--- src/rtl/wis_pkg.sv ---
package wis_pkg;
  // Step a counter that wraps to zero at lim-1.
  function automatic int unsigned wrap_next(input int unsigned v, input int unsigned lim);
    return (v == lim - 1) ? 0 : v + 1;
  endfunction
endpackage

--- src/rtl/wave_slot_pool.sv ---
module wave_slot_pool #(
  parameter int SLOTS  = 10,
  parameter int SLOT_W = 4
) (
  input  logic              clk,
  input  logic              rst_n,
  input  logic              alloc_en,
  input  logic              retire_en,
  input  logic [SLOT_W-1:0] retire_slot,
  input  logic [SLOTS-1:0]  ready,
  output logic [SLOTS-1:0]  resident,
  output logic              full,
  output logic [SLOT_W-1:0] free_slot,
  output logic              pick_valid,
  output logic [SLOT_W-1:0] pick_slot
);
  // older[i][j] set: wave in slot i was allocated before wave in slot j
  logic [SLOTS-1:0] older [SLOTS];
  logic [SLOTS-1:0] cand;
  logic             alloc_take;

  function automatic logic [SLOT_W-1:0] first_free(input logic [SLOTS-1:0] m);
    logic [SLOT_W-1:0] r;
    r = '0;
    for (int i = SLOTS - 1; i >= 0; i--)
      if (!m[i]) r = SLOT_W'(i);
    return r;
  endfunction

  assign full       = &resident;
  assign free_slot  = first_free(resident);
  assign alloc_take = alloc_en && !full;
  assign cand       = resident & ready;

  always_comb begin
    pick_valid = 1'b0;
    pick_slot  = '0;
    for (int i = 0; i < SLOTS; i++) begin
      logic blocked;
      blocked = 1'b0;
      for (int j = 0; j < SLOTS; j++)
        if (j != i && cand[j] && older[j][i]) blocked = 1'b1;
      if (cand[i] && !blocked && !pick_valid) begin
        pick_valid = 1'b1;
        pick_slot  = SLOT_W'(i);
      end
    end
  end

  always_ff @(posedge clk) begin
    if (!rst_n) begin
      resident <= '0;
      for (int i = 0; i < SLOTS; i++) older[i] <= '0;
    end else begin
      if (retire_en) resident[retire_slot] <= 1'b0;
      if (alloc_take) begin
        resident[free_slot] <= 1'b1;
        for (int i = 0; i < SLOTS; i++) begin
          if (SLOT_W'(i) == free_slot) older[i] <= '0;
          else older[i][free_slot] <= 1'b1;
        end
      end
    end
  end
endmodule

--- src/rtl/simd_lane_seq.sv ---
module simd_lane_seq
  import wis_pkg::*;
#(
  parameter int PASSES = 4,
  parameter int PW     = 2
) (
  input  logic          clk,
  input  logic          rst_n,
  input  logic          start,
  output logic          busy,
  output logic [PW-1:0] lane,
  output logic          accept
);
  logic last_pass;
  assign last_pass = (lane == PW'(PASSES - 1));
  assign accept    = !busy || last_pass;

  always_ff @(posedge clk) begin
    if (!rst_n) begin
      busy <= 1'b0;
      lane <= '0;
    end else if (start) begin
      busy <= 1'b1;
      lane <= '0;
    end else if (busy) begin
      busy <= !last_pass;
      lane <= PW'(wrap_next(int'(lane), PASSES));
    end
  end
endmodule

--- src/rtl/wave_issue_sched.sv ---
module wave_issue_sched
  import wis_pkg::*;
#(
  parameter int NUM_SIMD   = 4,
  parameter int SLOTS      = 10,
  parameter int LANES      = 16,
  parameter int WAVE_ITEMS = 64,
  localparam int RR_W   = $clog2(NUM_SIMD),
  localparam int SLOT_W = $clog2(SLOTS),
  localparam int PASSES = WAVE_ITEMS / LANES,
  localparam int PW     = $clog2(PASSES)
) (
  input  logic                      clk,
  input  logic                      rst_n,
  input  logic                      alloc_valid,
  input  logic [RR_W-1:0]           alloc_simd,
  output logic                      alloc_stall,
  output logic [SLOT_W-1:0]         alloc_slot,
  input  logic                      retire_valid,
  input  logic [RR_W-1:0]           retire_simd,
  input  logic [SLOT_W-1:0]         retire_slot,
  input  logic [NUM_SIMD*SLOTS-1:0] wave_ready,
  output logic                      issue_valid,
  output logic [RR_W-1:0]           issue_simd,
  output logic [SLOT_W-1:0]         issue_slot,
  output logic [NUM_SIMD*PW-1:0]    lane_grp,
  output logic [NUM_SIMD-1:0]       simd_busy,
  output logic [NUM_SIMD*SLOTS-1:0] resident_mask
);
  logic [RR_W-1:0]   rr_q;
  logic [NUM_SIMD-1:0] pool_full, pick_valid, simd_accept, simd_start;
  logic [SLOT_W-1:0] free_slot [NUM_SIMD];
  logic [SLOT_W-1:0] pick_slot [NUM_SIMD];

  always_ff @(posedge clk) begin
    if (!rst_n) rr_q <= '0;
    else        rr_q <= RR_W'(wrap_next(int'(rr_q), NUM_SIMD));
  end

  for (genvar k = 0; k < NUM_SIMD; k++) begin : g_simd
    logic turn;
    assign turn          = (rr_q == RR_W'(k));
    assign simd_start[k] = turn && pick_valid[k] && simd_accept[k];

    wave_slot_pool #(.SLOTS(SLOTS), .SLOT_W(SLOT_W)) pool_i (
      .clk        (clk),
      .rst_n      (rst_n),
      .alloc_en   (alloc_valid && alloc_simd == RR_W'(k)),
      .retire_en  (retire_valid && retire_simd == RR_W'(k)),
      .retire_slot(retire_slot),
      .ready      (wave_ready[k*SLOTS +: SLOTS]),
      .resident   (resident_mask[k*SLOTS +: SLOTS]),
      .full       (pool_full[k]),
      .free_slot  (free_slot[k]),
      .pick_valid (pick_valid[k]),
      .pick_slot  (pick_slot[k])
    );

    simd_lane_seq #(.PASSES(PASSES), .PW(PW)) seq_i (
      .clk   (clk),
      .rst_n (rst_n),
      .start (simd_start[k]),
      .busy  (simd_busy[k]),
      .lane  (lane_grp[k*PW +: PW]),
      .accept(simd_accept[k])
    );
  end

  assign alloc_stall = alloc_valid && pool_full[alloc_simd];
  assign alloc_slot  = free_slot[alloc_simd];
  assign issue_valid = |simd_start;
  assign issue_simd  = rr_q;
  assign issue_slot  = pick_slot[rr_q];
endmodule

--- config.mk ---
export PLATFORM = sky130hd
export DESIGN_NAME = wave_issue_sched
export DESIGN_NICKNAME = d
export VERILOG_FILES = /design/src/rtl/wis_pkg.sv /design/src/rtl/wave_slot_pool.sv /design/src/rtl/simd_lane_seq.sv /design/src/rtl/wave_issue_sched.sv
export SDC_FILE = /design/constraint.sdc
export NUM_CORES = 1
export LEC_CHECK = 0
export ABC_AREA = 1
export BUFFER_PORTS_ARGS = -buffer_cell sky130_fd_sc_hd__buf_2
export CORE_UTILIZATION = 40
export CTS_CLUSTER_SIZE = 16
export DETAILED_ROUTE_END_ITERATION = 10
export SLEW_MARGIN = 20
export SYNTH_ARGS = -nofsm -noshare
export SYNTH_HDL_FRONTEND = slang
export SYNTH_SLANG_ARGS = --single-unit
--- constraint.sdc ---
create_clock -name clk -period 2.3 [get_ports clk]
set_input_delay 0 -clock clk [delete_from_list [all_inputs] [get_ports clk]]
set_output_delay 0 -clock clk [all_outputs]
set_load 0.02 [all_outputs]
==> reports/results.ini <==
[clocking]
numCtsBuffers = 46
cts_tree = done
h-tree-depth = 2
clock-sinks = 414
cts_root_buf = clkbuf_16
cts_buffer_depth = 3
worstSkewPairLatency_ns = 0.59
clk_pin_slew_ns = 0.06

[pwr]
p_leak_nw = 13.4
vdd_drop_max_v = 0.000484
p_per_area_mw_per_mm2 = 634

[setup_path]
critPathLaunchType = flip-flop
path_class = reg2out
slowest_delay_ns = 0.34
worstPathRequired_ns = 2.30
worstPathCellList = buf_4 > nand2_4 > inv_4 > buf_4 > nand2_2 > nand4_1 > a2111oi_2 > buf_4 > nand3b_1 > nand3_2 > nand2_1 > inv_1 > nand2_1 > buf_6
r2r_start = g_simd[1].pool_i.resident[4]
cp_common_cell = buf_4
crit_family = simple AND/OR/NAND/NOR gates
slowest_stage = dfxtp_4
cp.arrival_ns = 2.68
r2r_slack_ns = 0.08
cp_max_fo = 4
r2r_end = g_simd[1].pool_i.older[0][25]
ff2ff_path_depth = 9
end_kind = primary output
critPathBufInv = 6

[yosys]
synth_edf_count = 360
synth_area_mm2 = 0.0210
synth_cells = 2518
syn_area_per_cell_um2 = 8.34
synth_flop_cell = edfxtp_1
ys_top_cells_by_area = edfxtp_1, nand2_1, inv_1
synth_fa_ha_area_frac = 0.00477
seq_area_frac_synth = 0.566
synthArstFlopShare = 0
yosys_warnings = 0
synth_top_area_share = 0.515
synth_top_cell_by_area = edfxtp_1
synth_compound_area_frac = 0.0505
synth_xor_area_frac = 0
synth_nets = 2578
yosys.area_share.simple = 0.284
ys_types = 49
ys_ff_latch = 414
synth_top_family_by_area = simple AND/OR/NAND/NOR gates
muxShareOfSynthArea = 0.00143

[timing]
timing.final.crit_share = 1.17
skew_ns = 0.0139
rsz0062_at_grt = yes
hold_viol = 0
setup_viol = 6
tightest_slew_ns = 0.560
maxSlewViolCount = 0
max_freq_ghz = 0.373
relSlewSlack = 0.626
post-route-min-period_ns = 2.68
finalWorstSetupSlack_ns = -0.380

[hold_path]
hold_path_end = g_simd[2].pool_i.resident[8]
whs_path_depth = 6
hold_path.class = in2reg
hold_start = alloc_simd[0]

[grt]
track_usage = 0.250
grt_pass1_vias = 17524
grt_max_degree = 59
grt_pass1_wl_um = 101000
antenna_found_initial = 6
grt_overflow_total = 0

[drt]
drc = 0
vias = 18637
vias_per_cell = 5.22
routedWlPerCell_um = 19.0
drt_iter0_markers = 1944
first_pass_iters = 6
routed_wl_um = 67700
ant_nets = 0

[place]
dpl.hpwl_um = 48000
port-buffer-count = 115
dpl_cell_area_mm2 = 0.0239
gp_congestion = 0.882

[finish]
register_area_mm2 = 0.0120
multiInputGateArea_mm2 = 0.00772
fin_area_mm2 = 0.0267
fillers = 4801
areaGrowthSynthToFinish_pct = 27.2
final_net_count = 2908
drive_gt1_frac = 0.252
final_util = 0.518

[floorplanning]
start_util = 0.407
die_h_um = 231
core_mm2 = 0.0516
core.rowCount = 83
die_area_mm2 = 0.0534
io_pins = 116
die_w_um = 231

[run]
maxCapViolCount = 0

[run_status]
violations = negative setup slack
status = complete, but fails checks

state kept, by name, summed over array words and instances (netlist names):
signal and count:
g_simd.pool_i.resident 40, issue_simd 2, g_simd.pool_i.older 360, g_simd.seq_i.busy 4
g_simd.seq_i.lane 8
cell usage in the layout (no fill, tap or decap), types with 10 or more instances in the layout:
cell type  count
nand2_1      740
edfxtp_1     360
inv_1        301
nor2_1       287
buf_4        237
nand3_1      193
buf_2        109
o21ai_0       81
clkbuf_16     49
nand2_2       46
a21oi_1       40
inv_2         37
nand4_1       35
buf_12        30
nand3_2       28
nor2_2        27
dfxtp_4       25
dfxtp_1       23
buf_6         22
clkbuf_1      19
o21ai_1       15
nor3_2        14
inv_4         13
clkinv_1      11
nand2_4       11
nor2_4        10
kinds of logic after synthesis:
family,count (synthesis)
AND/OR/NAND/NOR,1423
buffers and inverters,487
flip-flops,414
AO/OA/AOI/OAI,183
adder cells (fa/ha/maj),8
multiplexers,3
tightest hold or removal path, cell delays in order:
cell and delay, ns:
buf_2 0.11, nor2_1 0.08, nand3_2 0.13, inv_2 0.06, nand4_1 0.18, a21oi_1 0.09
final cells by class:
| type | count | share of cell area |
|---|---|---|
| Antenna cell | 3 | 0.000281 |
| Clock buffer | 70 | 0.0496 |
| Clock inverter | 14 | 0.00604 |
| Inverter | 368 | 0.0546 |
| Multi-Input combinational cell | 1617 | 0.289 |
| Sequential cell | 414 | 0.449 |
| Tap cell | 680 | 0.0319 |
| Timing Repair Buffer | 399 | 0.119 |
| Timing Repair inverter | 2 | 0.000562 |
cell usage after synthesis (5+ instances only):
cell type	number
a21oi_1	46
a221oi_1	5
a22o_1	5
a31oi_1	6
buf_1	6
buf_2	62
buf_4	12
clkbuf_1	34
clkbuf_2	5
clkinv_1	13
dfxtp_1	54
edfxtp_1	360
ha_1	8
inv_1	326
inv_2	28
nand2_1	786
nand2_2	11
nand3_1	215
nand3_2	6
nand4_1	35
nor2_1	310
nor2_2	9
nor2_4	5
nor3_1	19
nor3_2	5
o21ai_0	91
o21ai_1	6
or2_2	6
how the worst max path moves through the flow:
stage / startpoint / end / slack, ns / cells past startpoint
6_report: g_simd[3].pool_i.resident[7] / issue_valid / -0.38 / 14
2_1_floorplan: g_simd[2].pool_i.resident[6] / g_simd[2].pool_i.older[2][3] / 0.17 / 9
3_3_place_gp: g_simd[2].pool_i.resident[5] / issue_slot[2] / -0.15 / 12
5_1_grt: g_simd[2].pool_i.resident[4] / issue_valid / -0.49 / 15
4_1_cts: g_simd[3].pool_i.resident[0] / issue_valid / -0.42 / 13
3_5_place_dp: g_simd[2].pool_i.resident[5] / issue_slot[2] / -0.13 / 12
metrics by stage:
step	setup WS [ns]	instances	TNS, ns	total power [mW]	hold WS, ns
6_report	-0.380	3567	-1.73	16.9	0.0991
5_1_grt	-0.489	3564	-2.51	17.4	0.150
4_1_cts	-0.423	3532	-2.03	17.0	0.0796
3_5_place_dp	-0.131	3423	-1.17	9.59	0.458
3_3_place_gp	-0.151	3423	-1.11	9.56	0.448
2_1_floorplan	0.167	2518	0	9.15	0.193
layer usage:
metal	share of wire	track usage
met5	0.00052	0
met4	0.036	0.0983
met3	0.089	0.0429
met2	0.47	0.408
met1	0.41	0.330
power breakdown:
part           total, mW  leakage [nW]  internal (mW)  switching (mW)
sequential          8.49          4.12           8.39           0.100
clock               7.45         0.720           4.40            3.05
combinational       1.01          8.61          0.317           0.690
total               16.9          13.4           13.1            3.84
what timing repair did:
item                                    CTS  global route
pin swaps                                41            69
resized for setup                       134           163
gates cloned                              0             2
endpoints found under the setup margin   51           186
setup buffers                            24            32
hold endpoints to repair                 13             0
hold buffers                              1             0
(Power assumes the default switching activity.)
